--- config.mk ---
export PLATFORM = sky130hd
export DESIGN_NAME = frt_capture
export DESIGN_NICKNAME = d
export VERILOG_FILES = /design/src/rtl/frt_pkg.sv /design/src/rtl/frt_counter.sv /design/src/rtl/frt_edge_det.sv /design/src/rtl/frt_cap_unit.sv /design/src/rtl/frt_regs.sv /design/src/rtl/frt_capture.sv
export SDC_FILE = /design/constraint.sdc
export NUM_CORES = 1
export LEC_CHECK = 0
export BUFFER_PORTS_ARGS = -buffer_cell sky130_fd_sc_hd__buf_4
export CAP_MARGIN = 20
export CORE_ASPECT_RATIO = 1.2
export CORE_MARGIN = 8
export CORE_UTILIZATION = 45
export CTS_BUF_LIST = sky130_fd_sc_hd__clkbuf_16
export CTS_CLUSTER_SIZE = 12
export DETAILED_ROUTE_END_ITERATION = 12
export GPL_ROUTABILITY_DRIVEN = 0
export PLACE_DENSITY_LB_ADDON = 0.15
export SLEW_MARGIN = 20
export SYNTH_ARGS = -nofsm -noshare
export SYNTH_HDL_FRONTEND = slang
export SYNTH_SLANG_ARGS = --single-unit
export TNS_END_PERCENT = 100
--- constraint.sdc ---
create_clock -name clk -period 2.27 [get_ports clk]
set_input_delay 0.5675 -clock clk [delete_from_list [all_inputs] [get_ports clk]]
set_output_delay 0.5675 -clock clk [all_outputs]
set_load 0.05 [all_outputs]
--- src/rtl/frt_pkg.sv ---
package frt_pkg;

  typedef enum logic [2:0] {
    ADR_CNT_LO  = 3'd0,
    ADR_CNT_SNP = 3'd1,
    ADR_CAP_A   = 3'd2,
    ADR_CAP_B   = 3'd3,
    ADR_CTRL    = 3'd4,
    ADR_WIN_B   = 3'd5
  } frt_addr_e;

  localparam int CTRL_POL_A = 0;
  localparam int CTRL_POL_B = 1;
  localparam int CTRL_GANG  = 2;
  localparam int CTRL_WIN_A = 4;

  localparam int NUM_CH = 2;

endpackage

--- src/rtl/frt_counter.sv ---
module frt_counter #(
  parameter int CNT_W     = 16,
  parameter int TICK_LOG2 = 10
) (
  input  logic             clk,
  input  logic             rst,
  input  logic             tick_en,
  output logic [CNT_W-1:0] cnt,
  output logic             irq_tick,
  output logic             irq_wrap
);

  localparam logic [CNT_W-1:0]     ONE      = 1;
  localparam logic [TICK_LOG2-1:0] PER_LAST = '1;

  logic [CNT_W-1:0] cnt_q;
  logic             tick_q;
  logic             wrap_q;

  always_ff @(posedge clk) begin
    if (rst) begin
      cnt_q  <= '0;
      tick_q <= 1'b0;
      wrap_q <= 1'b0;
    end else begin
      tick_q <= tick_en && (cnt_q[TICK_LOG2-1:0] == PER_LAST);
      wrap_q <= tick_en && (&cnt_q);
      if (tick_en) begin
        cnt_q <= cnt_q + ONE;
      end
    end
  end

  assign cnt      = cnt_q;
  assign irq_tick = tick_q;
  assign irq_wrap = wrap_q;

endmodule

--- src/rtl/frt_edge_det.sv ---
module frt_edge_det #(
  parameter int STAGES = 2
) (
  input  logic clk,
  input  logic rst,
  input  logic pin,
  input  logic fall_sel,
  output logic evt
);

  logic [STAGES-1:0] sync_q;
  logic              prev_q;
  logic              lvl;

  always_ff @(posedge clk) begin
    if (rst) begin
      sync_q <= '0;
      prev_q <= 1'b0;
    end else begin
      sync_q <= {sync_q[STAGES-2:0], pin};
      prev_q <= sync_q[STAGES-1];
    end
  end

  assign lvl = sync_q[STAGES-1];

  always_comb begin
    if (fall_sel) begin
      evt = prev_q & ~lvl;
    end else begin
      evt = ~prev_q & lvl;
    end
  end

endmodule

--- src/rtl/frt_cap_unit.sv ---
module frt_cap_unit #(
  parameter int CNT_W = 16,
  parameter int CAP_W = 8,
  parameter int SEL_W = 4
) (
  input  logic             clk,
  input  logic             rst,
  input  logic [CNT_W-1:0] cnt,
  input  logic [1:0]       evt,
  input  logic             gang,
  input  logic [SEL_W-1:0] sel_a,
  input  logic [SEL_W-1:0] sel_b,
  output logic [CAP_W-1:0] cap_a,
  output logic [CAP_W-1:0] cap_b,
  output logic [1:0]       irq
);

  localparam logic [SEL_W-1:0] MAX_SEL = SEL_W'(CNT_W - CAP_W);

  function automatic logic [CAP_W-1:0] window(input logic [CNT_W-1:0] c,
                                              input logic [SEL_W-1:0] s);
    logic [SEL_W-1:0] eff;
    eff = (s > MAX_SEL) ? MAX_SEL : s;
    return CAP_W'(c >> eff);
  endfunction

  logic [CAP_W-1:0] win_a;
  logic [CAP_W-1:0] win_b;
  logic [CAP_W-1:0] gang_hi;

  assign win_a   = window(cnt, sel_a);
  assign win_b   = window(cnt, sel_b);
  assign gang_hi = CAP_W'(cnt >> CAP_W);

  logic [CAP_W-1:0] cap_a_q;
  logic [CAP_W-1:0] cap_b_q;
  logic [1:0]       irq_q;

  always_ff @(posedge clk) begin
    if (rst) begin
      cap_a_q <= '0;
      cap_b_q <= '0;
      irq_q   <= '0;
    end else begin
      irq_q <= '0;
      if (gang) begin
        if (evt[0]) begin
          cap_a_q  <= cnt[CAP_W-1:0];
          cap_b_q  <= gang_hi;
          irq_q[0] <= 1'b1;
        end
      end else begin
        if (evt[0]) begin
          cap_a_q  <= win_a;
          irq_q[0] <= 1'b1;
        end
        if (evt[1]) begin
          cap_b_q  <= win_b;
          irq_q[1] <= 1'b1;
        end
      end
    end
  end

  assign cap_a = cap_a_q;
  assign cap_b = cap_b_q;
  assign irq   = irq_q;

endmodule

--- src/rtl/frt_regs.sv ---
module frt_regs
  import frt_pkg::*;
#(
  parameter int CNT_W = 16,
  parameter int CAP_W = 8,
  parameter int SEL_W = 4
) (
  input  logic             clk,
  input  logic             rst,
  input  logic [2:0]       addr,
  input  logic             wr_en,
  input  logic [CAP_W-1:0] wdata,
  input  logic             rd_en,
  input  logic [CNT_W-1:0] cnt,
  input  logic [CAP_W-1:0] cap_a,
  input  logic [CAP_W-1:0] cap_b,
  output logic [1:0]       pol,
  output logic             gang,
  output logic [SEL_W-1:0] sel_a,
  output logic [SEL_W-1:0] sel_b,
  output logic [CAP_W-1:0] rdata
);

  localparam int HI_W = CNT_W - CAP_W;

  function automatic logic [CAP_W-1:0] ctrl_mask();
    logic [CAP_W-1:0] m;
    m = '0;
    m[CTRL_POL_A] = 1'b1;
    m[CTRL_POL_B] = 1'b1;
    m[CTRL_GANG]  = 1'b1;
    for (int i = 0; i < SEL_W; i++) begin
      m[CTRL_WIN_A + i] = 1'b1;
    end
    return m;
  endfunction

  localparam logic [CAP_W-1:0] CTRL_MASK = ctrl_mask();

  logic [CAP_W-1:0] ctrl_q;
  logic [SEL_W-1:0] win_b_q;
  logic [HI_W-1:0]  snap_q;
  logic [CAP_W-1:0] rdata_q;

  always_ff @(posedge clk) begin
    if (rst) begin
      ctrl_q  <= '0;
      win_b_q <= '0;
    end else if (wr_en) begin
      if (addr == ADR_CTRL) begin
        ctrl_q <= wdata & CTRL_MASK;
      end
      if (addr == ADR_WIN_B) begin
        win_b_q <= wdata[SEL_W-1:0];
      end
    end
  end

  always_ff @(posedge clk) begin
    if (rst) begin
      snap_q  <= '0;
      rdata_q <= '0;
    end else if (rd_en) begin
      case (addr)
        ADR_CNT_LO: begin
          rdata_q <= cnt[CAP_W-1:0];
          snap_q  <= cnt[CNT_W-1:CAP_W];
        end
        ADR_CNT_SNP: rdata_q <= CAP_W'(snap_q);
        ADR_CAP_A:   rdata_q <= cap_a;
        ADR_CAP_B:   rdata_q <= cap_b;
        ADR_CTRL:    rdata_q <= ctrl_q;
        ADR_WIN_B:   rdata_q <= CAP_W'(win_b_q);
        default:     rdata_q <= '0;
      endcase
    end
  end

  assign pol   = {ctrl_q[CTRL_POL_B], ctrl_q[CTRL_POL_A]};
  assign gang  = ctrl_q[CTRL_GANG];
  assign sel_a = ctrl_q[CTRL_WIN_A +: SEL_W];
  assign sel_b = win_b_q;
  assign rdata = rdata_q;

endmodule

--- src/rtl/frt_capture.sv ---
module frt_capture
  import frt_pkg::*;
#(
  parameter int CNT_W       = 16,
  parameter int CAP_W       = 8,
  parameter int TICK_LOG2   = 10,
  parameter int SYNC_STAGES = 2
) (
  input  logic             clk,
  input  logic             rst,
  input  logic             tick_en,
  input  logic             cap_in_a,
  input  logic             cap_in_b,
  input  logic [2:0]       addr,
  input  logic             wr_en,
  input  logic [CAP_W-1:0] wdata,
  input  logic             rd_en,
  output logic [CAP_W-1:0] rdata,
  output logic             irq_tick,
  output logic             irq_wrap,
  output logic [1:0]       irq_cap
);

  localparam int SEL_W = $clog2(CNT_W - CAP_W + 1);

  logic [CNT_W-1:0]  cnt_q;
  logic [CAP_W-1:0]  cap_a_q;
  logic [CAP_W-1:0]  cap_b_q;
  logic [1:0]        pol;
  logic              gang_q;
  logic [SEL_W-1:0]  sel_a;
  logic [SEL_W-1:0]  sel_b;
  logic [NUM_CH-1:0] pins;
  logic [NUM_CH-1:0] evt;

  assign pins = {cap_in_b, cap_in_a};

  frt_counter #(
    .CNT_W     (CNT_W),
    .TICK_LOG2 (TICK_LOG2)
  ) u_counter (
    .clk      (clk),
    .rst      (rst),
    .tick_en  (tick_en),
    .cnt      (cnt_q),
    .irq_tick (irq_tick),
    .irq_wrap (irq_wrap)
  );

  for (genvar g = 0; g < NUM_CH; g++) begin : g_ch
    frt_edge_det #(
      .STAGES (SYNC_STAGES)
    ) u_edge (
      .clk      (clk),
      .rst      (rst),
      .pin      (pins[g]),
      .fall_sel (pol[g]),
      .evt      (evt[g])
    );
  end

  frt_cap_unit #(
    .CNT_W (CNT_W),
    .CAP_W (CAP_W),
    .SEL_W (SEL_W)
  ) u_cap (
    .clk   (clk),
    .rst   (rst),
    .cnt   (cnt_q),
    .evt   (evt),
    .gang  (gang_q),
    .sel_a (sel_a),
    .sel_b (sel_b),
    .cap_a (cap_a_q),
    .cap_b (cap_b_q),
    .irq   (irq_cap)
  );

  frt_regs #(
    .CNT_W (CNT_W),
    .CAP_W (CAP_W),
    .SEL_W (SEL_W)
  ) u_regs (
    .clk   (clk),
    .rst   (rst),
    .addr  (addr),
    .wr_en (wr_en),
    .wdata (wdata),
    .rd_en (rd_en),
    .cnt   (cnt_q),
    .cap_a (cap_a_q),
    .cap_b (cap_b_q),
    .pol   (pol),
    .gang  (gang_q),
    .sel_a (sel_a),
    .sel_b (sel_b),
    .rdata (rdata)
  );

endmodule

-- Word-level counts from Yosys, hierarchy flattened
Cells that the tools add are included.
- bits of input ports: 18
- word-level logic and storage cells: 58
- bits in registers: 69
- output and inout bits: 12
- reduce and logical (&&, ||, !) cells: 10
- muxes and demuxes: 13
- eq/ne operators: 7
- shifts and indexed selects: 2
- magnitude comparators: 2
- add/sub/neg operators: 1
- bitwise logic cells: 8
- operators with widths (kind ; number):
    8-bit two-way mux ; 6
    8-bit case mux with 6 select lines ; 1
    16-bit by 4-bit right shift with 8-bit output ; 2
    16-bit by 1-bit adder with 16-bit output (second input constant) ; 1
    16-bit AND reduction ; 1
    10-bit equality test (second input constant) ; 1
    4-bit > comparator (second input constant) ; 2
    4-bit two-way mux ; 2
    2-bit AND reduction ; 4
    3-bit by 2-bit equality test with 1-bit output (second input constant) ; 2
    3-bit equality test (second input constant) ; 2
    1-bit bitwise AND ; 4
    1-bit two-way mux ; 4
    1-bit NOT ; 4
    3-bit by 1-bit equality test with 1-bit output (second input constant) ; 1
    3-bit zero test ; 1
    1-bit logical AND ; 2
    2-bit != test (second input constant) ; 1
    2-bit nonzero test ; 1
    2-bit OR reduction ; 1

-- Longest topological paths before layout
Gate-level depths: netlist (run 1).
- depth in word-level cells: 5
- gate-level depth with buffers: 7

-- Hierarchy
A second synthesis (run 1) with hierarchy kept.
- cell total of the unflattened synthesis: 483
- area, all modules: 4279.1 um^2
- modules (own cells, without submodules) (module ; instances ; cells an instance ; area an instance (um^2)):
    frt_cap_unit ; 1 ; 224 ; 1934.4
    frt_regs ; 1 ; 155 ; 1378.8
    frt_counter ; 1 ; 86 ; 763.2
    frt_edge_det ; 2 ; 9 ; 101.3

-- Least setup slack after synthesis (run 1)
No wires, ideal clock.
- path kind: input to register
- start point: input port addr[1]
- end point: register u_regs.rdata_q[3], in the netlist u_regs.rdata[3]
- path slack: 358 ps
- setup time: 132 ps
- data arrival time: 1780 ps
- buffers on the path: 2
- cell stages on the path: 5
- path through: buf_2 buf_2 mux4_2 a211oi_1 nor3_1
- cells in the longest elaborated chain, start to end: 2
- ends and longest elaborated chain (what ; RTL line ; RTL):
    start, declared ; frt_capture.sv:14 ; input logic [2:0] addr,
    3-bit equality test, or another cell as far along ; frt_regs.sv:64 ; case (addr)
    8-bit case mux with 6 select lines (*) ; frt_regs.sv:64 ;
    end signal, assigned ; frt_regs.sv:66 ; rdata_q <= cnt[CAP_W-1:0];
    end signal, assigned ; frt_regs.sv:69 ; ADR_CNT_SNP: rdata_q <= CAP_W'(snap_q);
    end signal, assigned ; frt_regs.sv:70 ; ADR_CAP_A: rdata_q <= cap_a;
    end, declared ; frt_regs.sv:43 ; logic [CAP_W-1:0] rdata_q;
Every way passes the cells marked *; elsewhere a longest branch is shown, timed or not.
A chain may end at the register's enable or synchronous reset.

-- Worst setup path in the final report (run 1)
- start point: register u_regs.win_b_q[3], in the netlist u_regs.sel_b[3]
- end point: register u_cap.cap_b_q[6], in the netlist u_cap.cap_b[6]
- cells in the longest elaborated chain, start to end: 5
- ends and longest elaborated chain (what ; RTL line ; RTL):
    start, declared ; frt_regs.sv:41 ; logic [SEL_W-1:0] win_b_q;
    start signal, assigned ; frt_regs.sv:54 ; win_b_q <= wdata[SEL_W-1:0];
    4-bit > comparator ; frt_cap_unit.sv:23 ; eff = (s > MAX_SEL) ? MAX_SEL : s;
    4-bit two-way mux (*) ; frt_cap_unit.sv:23 ;
    16-bit by 4-bit right shift with 8-bit output (*) ; frt_cap_unit.sv:24 ; return CAP_W'(c >> eff);
    8-bit two-way mux (*) ; frt_cap_unit.sv:57 ; if (evt[1]) begin
    8-bit two-way mux (*) ; frt_cap_unit.sv:46 ; if (gang) begin
    end signal, assigned ; frt_cap_unit.sv:49 ; cap_b_q <= gang_hi;
    end signal, assigned ; frt_cap_unit.sv:58 ; cap_b_q <= win_b;
    end, declared ; frt_cap_unit.sv:36 ; logic [CAP_W-1:0] cap_b_q;
Every way passes the cells marked *; elsewhere a longest branch is shown, timed or not. The select of a mux whose other input is x is not followed.

==> run summary, run 1 <==
The number of cells traversed by the worst hold path came out at 1. Max-cap violations in this run came to 0. The via count of the first global-routing pass was 3828; the core outline area was 9369 µm².

The routed wire length came out at 12390 µm. For this design, the CTS-stage hold fixing added 0 buffers. The number of port buffers is 29, and the post-synthesis share of cell area spent on full adders, half adders and majority gates is 0.2932%. The critical path goes through buf_4 -> nand2b_1 -> a2111oi_0 -> nor4_1 -> and3_1 -> a211o_1. For this design the static power due to leakage is 1.751 nW. The die outline width was 104.9 µm; the number of nets in the finished design was 523.

The count of final hold-check violations was 0; the number of H-tree levels was 3. The post-CTS repair timing setup buffer count was 0; the complex-gate fraction of the synthesized area was 17.12%. The total via count after detailed routing was 3836; the net count after synthesis was 511. After routing the design area is 4860 µm². At the pin with the least slew margin, the transition time is 0.7404 ns. In this run the core area contains 39 standard-cell rows.

The vertical die dimension was 122.7 µm. The synthesized instance count is 492. The top cell types in the final layout, fill and taps aside, are sky130_fd_sc_hd__dfxtp_1 (69), sky130_fd_sc_hd__nor2_1 (55), sky130_fd_sc_hd__buf_4 (52). The number of warning messages in the yosys log was 0; the post-synthesis to final-layout area growth was 13.87%. The share of the clock period used by the worst path after layout is 92.34%, and the total of flip-flops plus latches after synthesis is 69. The floorplan step defined a die boundary enclosing 12870 µm². The all-layer global routing usage came out at 19.49%.

The worst setup path is captured at a flip-flop. By area, the combinational part of the netlist is dominated by multiplexers. The number of distinct library cells after synthesis is 62, and the setup violation total in the final timing report is 0. The run gives 72 as the pin count of the biggest net entering global routing. The share of total power dissipated in the clock network is 45.6%. The tools report the required time of the worst setup path as 2.50 ns. For the data arrival time of the critical path, the log shows 2.32 ns.

In this run the remaining antenna-violating nets after routing total 0. In the final layout, the share of cells above drive strength 1 is 21.22%. The synthesized area per cell was 8.674 µm²; the part of the total power dissipated in combinational logic was 9.9%. The HPWL after detailed placement is 8368 µm.

STA classifies the critical path startpoint as a flip-flop. Of the total synthesized cell area, the portion taken by AND, OR, NAND and NOR gates is 19.82%. Summing all placed instances gives a cell area of 4583 µm². Dividing the detail-routed wire length by the instance count gives 19.60 µm. Subtracting the final worst setup slack from the clock period gives 2.096 ns.

The tools report the root buffer cell as sky130_fd_sc_hd__clkbuf_16. Among all flip-flop cells after synthesis, the most frequent one is sky130_fd_sc_hd__dfxtp_1. In this run, post-CTS repair resized a total of 0 instances. The maximum resistive drop on vdd is 333.2 µV, and the post-layout utilization of the core is 51.87%. The initial utilization of the core area, before any placement, comes to 45.55%. Counting buffers and inverters, the worst setup path is 6 cells deep.

The logs give 30 for the boundary pin count and 0.3339 ns for the pre-CTS setup slack. The clock passes through at most 2 buffers. Clock-pin slew was measured on the worst setup and hold paths at 0.06 ns. The maximum fanout along the worst path was 13.

Counting flops with an async set or reset pin after synthesis yields a share of 0%. The number of buffer and inverter stages on the critical path came out at 1. The initial antenna violation count was 0.

The min-delay analysis places its worst path in the category reg -> reg. The run finished with clean final reports. The delay of the slowest cell on the worst path came out at 0.57 ns.

TritonCTS built the clock tree. Summed over all failing endpoints, the final setup total negative slack is 0 ns. In this run, CTS created clock tree buffers numbering 9. The remaining global-route overflow was 0; the mux contribution to synthesized area was 20.82%. The ratio of total power to cell area came out at 591.6 nW/µm².

Startpoint-to-endpoint class of the critical path: reg -> reg. The library cell used most frequently in the layout, excluding fill and tap cells, is sky130_fd_sc_hd__dfxtp_1. The tools report the clock latency reported for the late side of the worst-skew pair as 0.33 ns.

The category of cells accounting for the largest share of critical-path delay was compound AO/OA/AOI/OAI gates. Yosys mapped a number of flops with a built-in enable equal to 0. The standard cell with the maximum stage delay on the critical path is sky130_fd_sc_hd__a2111oi_0. The fraction of power spent switching nets was 26.76%. Using the TritonRoute via totals, the vias-per-cell ratio works out to 6.070. The internal cell power is 2.106 mW, and the sequential area share after synthesis is 32.37%.

The tools report the achievable frequency as 477.1 MHz. The tools report the number of clock sinks as 69. Summed over all nets, the switching power comes to 0.7693 mW. The cell area that synthesis handed to floorplanning was 4268 µm².

The first detailed-routing pass ran for 5 iterations. The post-route DRC violation count was 0. Setup repair after global routing left no endpoint under its margin. The run gives 50.57% as the worst relative slew slack. The clock arrives with 0.005818 ns of skew. The number of cells on the worst reg-to-reg path is 6.

0 antenna diodes ended up in the layout. The DRC violation total after the first TritonRoute iteration is 357. The final max-slew violation count came out at 0. Across all setup checks in the final design, the least slack found is 0.1739 ns. Of the total synthesized cell area, the portion taken by XOR and XNOR cells is 2.873%.

The part of the total power dissipated in sequential elements was 44.4%. The tools report the wire length of the first global-routing pass as 20020 µm.
sequential cells by signal, indices dropped and copies added, names as in the netlist:
name / cells
u_cap.cap_b: 8
g_ch.u_edge.sync_q: 4
u_cap.cap_a: 8
u_regs.sel_b: 4
u_regs.snap_q: 8
u_regs.ctrl_q: 7
u_regs.rdata: 8
u_cap.irq: 2
g_ch.u_edge.prev_q: 2
u_counter.cnt: 16
u_counter.irq_tick: 1
u_counter.irq_wrap: 1
per-stage QoR:
step / total power, mW / cells / hold slack [ns]
after floorplan: 1.493 / 492 / 0.4138
after global placement: 1.585 / 616 / 0.4159
after detailed placement: 1.589 / 616 / 0.4292
after CTS: 2.891 / 632 / 0.4316
after global routing: 2.972 / 632 / 0.4471
final: 2.875 / 632 / 0.4394
final timing paths:
| check | start | end | slack (ns) |
|---|---|---|---|
| max | u_regs.sel_b[3] | u_cap.cap_b[6] | 0.17 |
| min | g_ch[0].u_edge.sync_q[0] | g_ch[0].u_edge.sync_q[1] | 0.44 |
| max reg2reg | u_regs.sel_b[3] | u_cap.cap_b[6] | 0.17 |
| min reg2reg | g_ch[0].u_edge.sync_q[0] | g_ch[0].u_edge.sync_q[1] | 0.44 |
cell type report:
type	count	area, µm²
Fill cell	898	4509
Multi-Input combinational cell	361	2600
Sequential cell	69	1381
Timing Repair Buffer	53	410.4
Clock buffer	9	225.2
Tap cell	123	153.9
Clock inverter	7	51.30
Inverter	10	37.54
synth_stat cells (3+ instances only):
master	n	area, µm²
sky130_fd_sc_hd__xnor2_1	8	70.07
sky130_fd_sc_hd__a211o_1	3	26.28
sky130_fd_sc_hd__dfxtp_1	69	1381
sky130_fd_sc_hd__a21o_1	3	22.52
sky130_fd_sc_hd__o21ai_0	18	90.09
sky130_fd_sc_hd__a22oi_1	3	22.52
sky130_fd_sc_hd__nor4_1	3	18.77
sky130_fd_sc_hd__buf_1	3	11.26
sky130_fd_sc_hd__mux2i_1	37	370.4
sky130_fd_sc_hd__nand3b_1	5	37.54
sky130_fd_sc_hd__mux4_2	15	337.8
sky130_fd_sc_hd__nor2b_1	16	100.1
sky130_fd_sc_hd__nand3_1	10	50.05
sky130_fd_sc_hd__clkbuf_1	26	97.59
sky130_fd_sc_hd__a221oi_1	5	43.79
sky130_fd_sc_hd__nand2_1	39	146.4
sky130_fd_sc_hd__buf_2	15	75.07
sky130_fd_sc_hd__nand2b_1	3	18.77
sky130_fd_sc_hd__o211ai_1	5	37.54
sky130_fd_sc_hd__nand4_1	6	37.54
sky130_fd_sc_hd__and3_1	5	31.28
sky130_fd_sc_hd__a21oi_1	27	135.1
sky130_fd_sc_hd__mux2_2	16	180.2
sky130_fd_sc_hd__buf_4	5	37.54
sky130_fd_sc_hd__inv_1	9	33.78
sky130_fd_sc_hd__nor3_1	16	80.08
sky130_fd_sc_hd__o22ai_1	3	18.77
sky130_fd_sc_hd__nor2_1	55	206.5
sky130_fd_sc_hd__xor2_1	6	52.55
sky130_fd_sc_hd__a211oi_1	11	82.58
sky130_fd_sc_hd__a2111oi_0	3	26.28
logic make-up after synthesis:
family	Yosys count
adders and majority gates	1
DFF	69
muxes	68
xor gates and xnor gates	14
AOI/OAI and AO/OA	106
and+or+nand+nor	172
buffers and inverters	62
per-layer routing:
metal / routed length [µm] / track usage (%) / part of all wire, %
met5: 0 / 0 / 0
met4: 449 / 10.81 / 3.6
met3: 738 / 3.834 / 6.0
met2: 5977 / 32.00 / 48
met1: 5222 / 23.64 / 42
power groups by stage:
stage / Combinational, mW / Clock [mW] / Sequential, mW
after floorplan: 0.181 / 0 / 1.31
final: 0.285 / 1.31 / 1.28
after detailed placement: 0.284 / 0 / 1.30
after CTS: 0.285 / 1.33 / 1.28
after global placement: 0.281 / 0 / 1.30
after global routing: 0.311 / 1.38 / 1.28
No activity file was read; power rests on OpenSTA's default activity.
==> run 2: changes to the inputs <==
- CORE_ASPECT_RATIO: 1.2 -> 1.25
- clock period: 2.27 -> 1.83 ns (I/O delays scaled with it)
==> run summary, run 2 (synthesized netlist as in run 1, its figures left out) <==
The run finished with clean final reports. The total via count after detailed routing is 3915 (was 3836). For the HPWL after detailed placement, the log shows 9096 µm (was 8368 µm). The vertical die dimension is 124.9 µm (was 122.7 µm). The share of final-layout standard cells stronger than drive strength 1 is 26.72% (was 21.22%). The run gives 0 (unchanged) as the initial antenna violation count.

The flip-flop count of the largest register, all copies and words added is 16 (unchanged). The data arrival time of the critical path is 1.90 ns (was 2.32 ns), and the number of CTS-inserted buffers is 9 (unchanged). The kind of path behind the tightest hold check was in -> reg (was reg -> reg).

The share of the clock period used by the worst path after layout is 93.14% (was 92.34%). Setup repair after global routing left no endpoint under its margin. The logs give 2.03 ns (was 2.50 ns) for the required time of the worst setup path and 30 (unchanged) for the boundary pin count. The run gives 0 (unchanged) as the post-CTS repair timing setup buffer count. The startpoint-to-endpoint class of the critical path was reg -> reg (unchanged). The run gives 0 (unchanged) as the setup violation total in the final timing report. The critical path startpoint is u_counter.cnt[5] (was u_regs.sel_b[3]). The tools report the count of final hold-check violations as 0 (unchanged). Die outline width: 103.1 µm (was 104.9 µm).

The run gives 0.13 ns (was 0.17 ns) as the slack of the worst reg-to-reg path. The achievable frequency was 586.7 MHz (was 477.1 MHz). The sum of negative setup slack was 0 ns (unchanged); the via count of the first global-routing pass was 3849 (was 3828). The worst relative slew slack came out at 63.72% (was 50.57%). For the core outline area, the log shows 9174 µm² (was 9369 µm²). The tools report the final antenna-violating net count as 0 (unchanged). The number of nets in the finished design came out at 553 (was 523).

The number of vias per cell after detailed routing works out to 5.914 (was 6.070). The tools report the startpoint of the worst register-to-register path as u_counter.cnt[5] (was u_regs.sel_b[3]). The remaining global-route overflow was 0 (unchanged). The pin count of the biggest net entering global routing came out at 72 (unchanged).

The pin slew with the least headroom to its limit was 0.5434 ns (was 0.7404 ns); the standby leakage power was 1.928 nW (was 1.751 nW). The DRC violation total after the first TritonRoute iteration was 241 (was 357). The tools report the kind of launch point of the worst setup path as a flip-flop (unchanged).

The run gives 12880 µm² (was 12870 µm²) as the total die area. TritonCTS built the clock tree. The clock period minus worst slack is 1.704 ns (was 2.096 ns).

The routed wire length is 12430 µm (was 12390 µm), and the length in cells of the worst reg-to-reg path is 4 (was 6). The maximum resistive drop on vdd was 396.8 µV (was 333.2 µV); the ratio of total power to cell area was 713.4 nW/µm² (was 591.6 nW/µm²). The logs give 39 (unchanged) for the cell row count and 69 (unchanged) for the number of clock sinks. The run gives 0 (unchanged) as the final max-slew violation count. The reg-to-reg endpoint was u_cap.cap_a[3] (was u_cap.cap_b[6]). The number of H-tree levels was 3 (unchanged); the maximum buffer depth of the clock tree was 2 (unchanged). The clock transition at the registers of the reported paths was 0.06 ns (about the same).

The initial cell density of the core is 46.52% (was 45.55%). Most frequent cells in the layout: sky130_fd_sc_hd__buf_4 (78), sky130_fd_sc_hd__dfxtp_1 (66), sky130_fd_sc_hd__nor2_1 (55) (was sky130_fd_sc_hd__dfxtp_1 (69), sky130_fd_sc_hd__nor2_1 (55), sky130_fd_sc_hd__buf_4 (52)). Average wire per cell in the routed design: 18.78 µm (was 19.60 µm). Critical path capture point type: a flip-flop (unchanged).

The tools report the root buffer cell as sky130_fd_sc_hd__clkbuf_16 (unchanged). The clock latency reported for the late side of the worst-skew pair was 0.33 ns (about the same); the post-synthesis to final-layout area growth was 21.08% (was 13.87%). The tools report the number of cells after detailed placement as 646 (was 616). The run gives 0 (unchanged) as the max-cap check violation count.

The all-layer global routing usage came out at 20.19% (was 19.49%). The run gives 863 (was 898) as the number of fillers in the final layout. The tools report the end of the critical path as u_cap.cap_a[3] (was u_cap.cap_b[6]).

The wire length of the first global-routing pass came out at 20180 µm (was 20020 µm). The number of antenna diodes is 0 (unchanged). Commonest non-fill, non-tap cell in the layout: sky130_fd_sc_hd__buf_4 (was sky130_fd_sc_hd__dfxtp_1).

The post-route DRC violation count came out at 0 (unchanged). The post-route clock skew was 0.005370 ns (was 0.005818 ns); the count of non-filler cells in the finished layout was 662 (was 632). The number of port buffers came out at 29 (unchanged).

The count of TritonRoute iterations in the first routing pass is 4 (was 5), and the maximum fanout along the worst path is 12 (was 13).
## run 2: cell count changes in the layout (fill, tap and decap cells not counted), moves of 2 or more
cell,before,now
sky130_fd_sc_hd__a2111oi_0,3,1
sky130_fd_sc_hd__clkinv_4,3,1
sky130_fd_sc_hd__dfxtp_1,69,66
sky130_fd_sc_hd__dfxtp_2,0,3
sky130_fd_sc_hd__a2111oi_2,1,4
sky130_fd_sc_hd__buf_12,1,4
sky130_fd_sc_hd__buf_4,52,78
## run 2: how the worst min path moves through the flow
stage	start	end	slack (ns)	depth (start not counted)
floorplan	g_ch[0].u_edge.sync_q[0]	g_ch[0].u_edge.sync_q[1]	0.41	1
global placement	g_ch[1].u_edge.sync_q[0]	g_ch[1].u_edge.sync_q[1]	0.42	1
detailed placement	g_ch[0].u_edge.sync_q[0]	g_ch[0].u_edge.sync_q[1]	0.42	1
CTS	cap_in_b	g_ch[1].u_edge.sync_q[0]	0.34	2
global route	cap_in_b	g_ch[1].u_edge.sync_q[0]	0.35	2
finish	cap_in_b	g_ch[1].u_edge.sync_q[0]	0.34	2
## run 2: per-layer routing
metal  part of all wire [%]  global-route usage [%]  vias up
met5                      0                       0        -
met4                    4.3                   11.70        0
met3                    4.8                   4.139       34
met2                     47                   30.19      134
met1                     44                   25.89     1874
li1                       -                       -     1873
## run 2: repair_timing
item | in CTS | in global routing
gates resized for setup | 0 | 10
endpoints found under the setup margin | 0 | 6
hold buffers | 0 | 0
## run 2: critical path, stage by stage, from the launching register on
cell and delay, ns:
sky130_fd_sc_hd__dfxtp_1 0.47, sky130_fd_sc_hd__buf_4 0.23, sky130_fd_sc_hd__mux4_2 0.44, sky130_fd_sc_hd__o311ai_0 0.31, sky130_fd_sc_hd__o22ai_1 0.13
## run 2: cell type report
cell class                 instances  area [µm²]  area share, %
multi-input combinational        361        2623          50.75
sequential                        69        1385          26.80
timing repair buffer              83       676.9          13.10
clock buffer                       9       225.2          4.358
tap                              123       153.9          2.978
clock inverter                     7       66.31          1.283
inverter                          10       37.54         0.7264
## run 2: report_power, final
group	switching (mW)	internal [mW]	total [mW]	leakage [nW]
Combinational	0.218	0.174	0.391	1.23
Sequential	0.0364	1.54	1.58	0.562
Clock	0.673	1.04	1.72	0.136
Total	0.927	2.76	3.69	1.93
## run 2: metrics by stage
stage | cell area [µm²] | setup WS (ns) | power (mW) | hold slack (ns) | utilization, %
floorplan | 4268 | 0.02844 | 1.852 | 0.4138 | -
global placement | 4846 | 0.09618 | 1.991 | 0.4210 | 52.82
detailed placement | 4846 | 0.04475 | 1.999 | 0.4231 | 52.82
CTS | 5137 | 0.04106 | 3.712 | 0.3427 | 56.00
global route | 5167 | 0.000002887 | 3.827 | 0.3492 | 56.33
finish | 5167 | 0.1256 | 3.686 | 0.3448 | 56.33
==> run 3: changes to the inputs <==
- RECOVER_POWER: unset -> 50
==> run summary, run 3 (synthesized netlist as in run 1, its figures left out) <==
The run gives 0.005528 ns (was 0.005370 ns) as the post-route clock skew. The wire length of the first global-routing pass is 20180 µm (unchanged), and the HPWL after detailed placement is 9096 µm (unchanged). The tools report the total power as 3.671 mW (was 3.686 mW).

The remaining global-route overflow was 0 (unchanged); the initial cell density of the core was 46.52% (unchanged). For the routed wire length, the log shows 12420 µm (was 12430 µm). Clock period minus worst slack: 1.711 ns (was 1.704 ns).

For the sum of negative setup slack, the log shows 0 ns (unchanged). The logs give 0 (unchanged) for the setup violation total in the final timing report and 72 (unchanged) for the pin count of the biggest net entering global routing. The number of clock sinks was 69 (unchanged); the vertical die dimension was 124.9 µm (unchanged).

The average wire per cell in the routed design was 18.76 µm (was 18.78 µm); the total via count after detailed routing was 3910 (was 3915). For the via count of the first global-routing pass, the log shows 3849 (unchanged). The die outline width is 103.1 µm (unchanged), and the standby leakage power is 1.875 nW (was 1.928 nW). Root buffer cell: sky130_fd_sc_hd__clkbuf_16 (unchanged).

The total die area was 12880 µm² (unchanged); the number of antenna diodes was 0 (unchanged). Maximum fanout along the worst path: 12 (unchanged). Ratio of total power to cell area: 720.3 nW/µm² (was 713.4 nW/µm²). The number of vias per cell after detailed routing came out at 5.906 (was 5.914). The clock latency reported for the late side of the worst-skew pair came out at 0.33 ns (about the same). The count of final hold-check violations came out at 0 (unchanged).

Most frequent cells in the layout: sky130_fd_sc_hd__dfxtp_1 (66), sky130_fd_sc_hd__buf_4 (65), sky130_fd_sc_hd__nor2_1 (56) (was sky130_fd_sc_hd__buf_4 (78), sky130_fd_sc_hd__dfxtp_1 (66), sky130_fd_sc_hd__nor2_1 (55)). For the cell row count, the log shows 39 (unchanged). The tools report the startpoint of the worst register-to-register path as u_counter.cnt[5] (unchanged). Kind of launch point of the worst setup path: a flip-flop (unchanged). The pin slew with the least headroom to its limit was 0.6047 ns (was 0.5434 ns).

For the worst relative slew slack, the log shows 59.86% (was 63.72%). The initial antenna violation count was 0 (unchanged). The share of final-layout standard cells stronger than drive strength 1 works out to 24.12% (was 26.72%). Critical path capture point type: a flip-flop (unchanged).

The number of H-tree levels was 3 (unchanged); the final antenna-violating net count was 0 (unchanged). For the count of TritonRoute iterations in the first routing pass, the log shows 4 (unchanged). The number of CTS-inserted buffers was 9 (unchanged); the maximum buffer depth of the clock tree was 2 (unchanged). The startpoint of the lowest-slack hold path was cap_in_b (unchanged). The share of the clock period used by the worst path after layout came out at 93.50% (was 93.14%). The number of nets in the finished design was 553 (unchanged). For the achievable frequency, the log shows 584.4 MHz (was 586.7 MHz). Setup repair after global routing left no endpoint under its margin. The number of port buffers was 29 (unchanged). The run gives 2.03 ns (about the same) as the required time of the worst setup path. Kind of path behind the tightest hold check: in -> reg (unchanged). The max-cap check violation count is 0 (unchanged). Cell area after layout: 5096 µm² (was 5167 µm²). The flow ran to the end, and the final reports show no timing, DRC or antenna violations. All-layer global routing usage: 20.19% (unchanged). The run gives 0 (unchanged) as the number of hold buffers added after CTS. The clock transition at the registers of the reported paths is 0.06 ns (about the same).

The logs give 9174 µm² (unchanged) for the core outline area and 396.5 µV (was 396.8 µV) for the maximum resistive drop on vdd. The flip-flop count of the largest register, all copies and words added works out to 16 (unchanged). Startpoint-to-endpoint class of the critical path: reg -> reg (unchanged).

Post-route DRC violation count: 0 (unchanged). The post-synthesis to final-layout area growth works out to 19.41% (was 21.08%). The data arrival time of the critical path was 1.91 ns (was 1.90 ns). TritonCTS built the clock tree. The final max-slew violation count was 0 (unchanged).

The commonest non-fill, non-tap cell in the layout is sky130_fd_sc_hd__dfxtp_1 (was sky130_fd_sc_hd__buf_4). The DRC violation total after the first TritonRoute iteration is 227 (was 241). The boundary pin count was 30 (unchanged); the cell area after placement was 4846 µm² (unchanged). The tools report the critical path startpoint as u_counter.cnt[5] (unchanged).
-- run 3: per-layer routing --
| metal | global-route usage (%) | share of wire, % | wire [µm] |
|---|---|---|---|
| met5 | 0 | 0 | 0 |
| met4 | 11.70 | 4.2 | 516 |
| met3 | 4.139 | 5.1 | 628 |
| met2 | 30.19 | 47 | 5829 |
| met1 | 25.89 | 44 | 5445 |
-- run 3: per-stage QoR --
step	worst slack [ns]	hold slack [ns]	utilization, %	instances
6_report	0.1189	0.3438	55.55	662
5_1_grt	0.000002887	0.3492	55.55	662
4_1_cts	0.04106	0.3427	56.00	662
3_5_place_dp	0.04475	0.4231	52.82	646
3_3_place_gp	0.09618	0.4210	52.82	646
2_1_floorplan	0.02844	0.4138	-	492
-- run 3: worst max-delay path, stage by stage, from the launching register on --
cell,delay [ns]
sky130_fd_sc_hd__dfxtp_1,0.47
sky130_fd_sc_hd__buf_4,0.23
sky130_fd_sc_hd__mux4_2,0.44
sky130_fd_sc_hd__o311ai_0,0.31
sky130_fd_sc_hd__o22ai_1,0.13
-- run 3: final cells by class --
| type | count | area (µm²) |
|---|---|---|
| Fill cell | 886 | 4078 |
| Multi-Input combinational cell | 361 | 2614 |
| Sequential cell | 69 | 1385 |
| Timing Repair Buffer | 83 | 614.3 |
| Clock buffer | 9 | 225.2 |
| Tap cell | 123 | 153.9 |
| Clock inverter | 7 | 66.31 |
| Inverter | 10 | 37.54 |
-- run 3: timing repair --
item / in CTS / in global routing
setup buffers: 0 / 0
gates resized for setup: 0 / 10
setup endpoints to repair: 0 / 6
-- run 3: path summary, 6_finish.rpt --
kind	cells after the start	slack, ns	endpoint
hold reg to reg	1	0.44	g_ch[0].u_edge.sync_q[1]
setup / recovery	4	0.12	u_cap.cap_a[3]
setup reg to reg	4	0.12	u_cap.cap_a[3]
hold / removal	2	0.34	g_ch[1].u_edge.sync_q[0]
-- run 3: where the power goes --
group / switching (mW) / internal [mW]
logic: 0.216 / 0.163
registers: 0.0364 / 1.54
clock network: 0.670 / 1.04
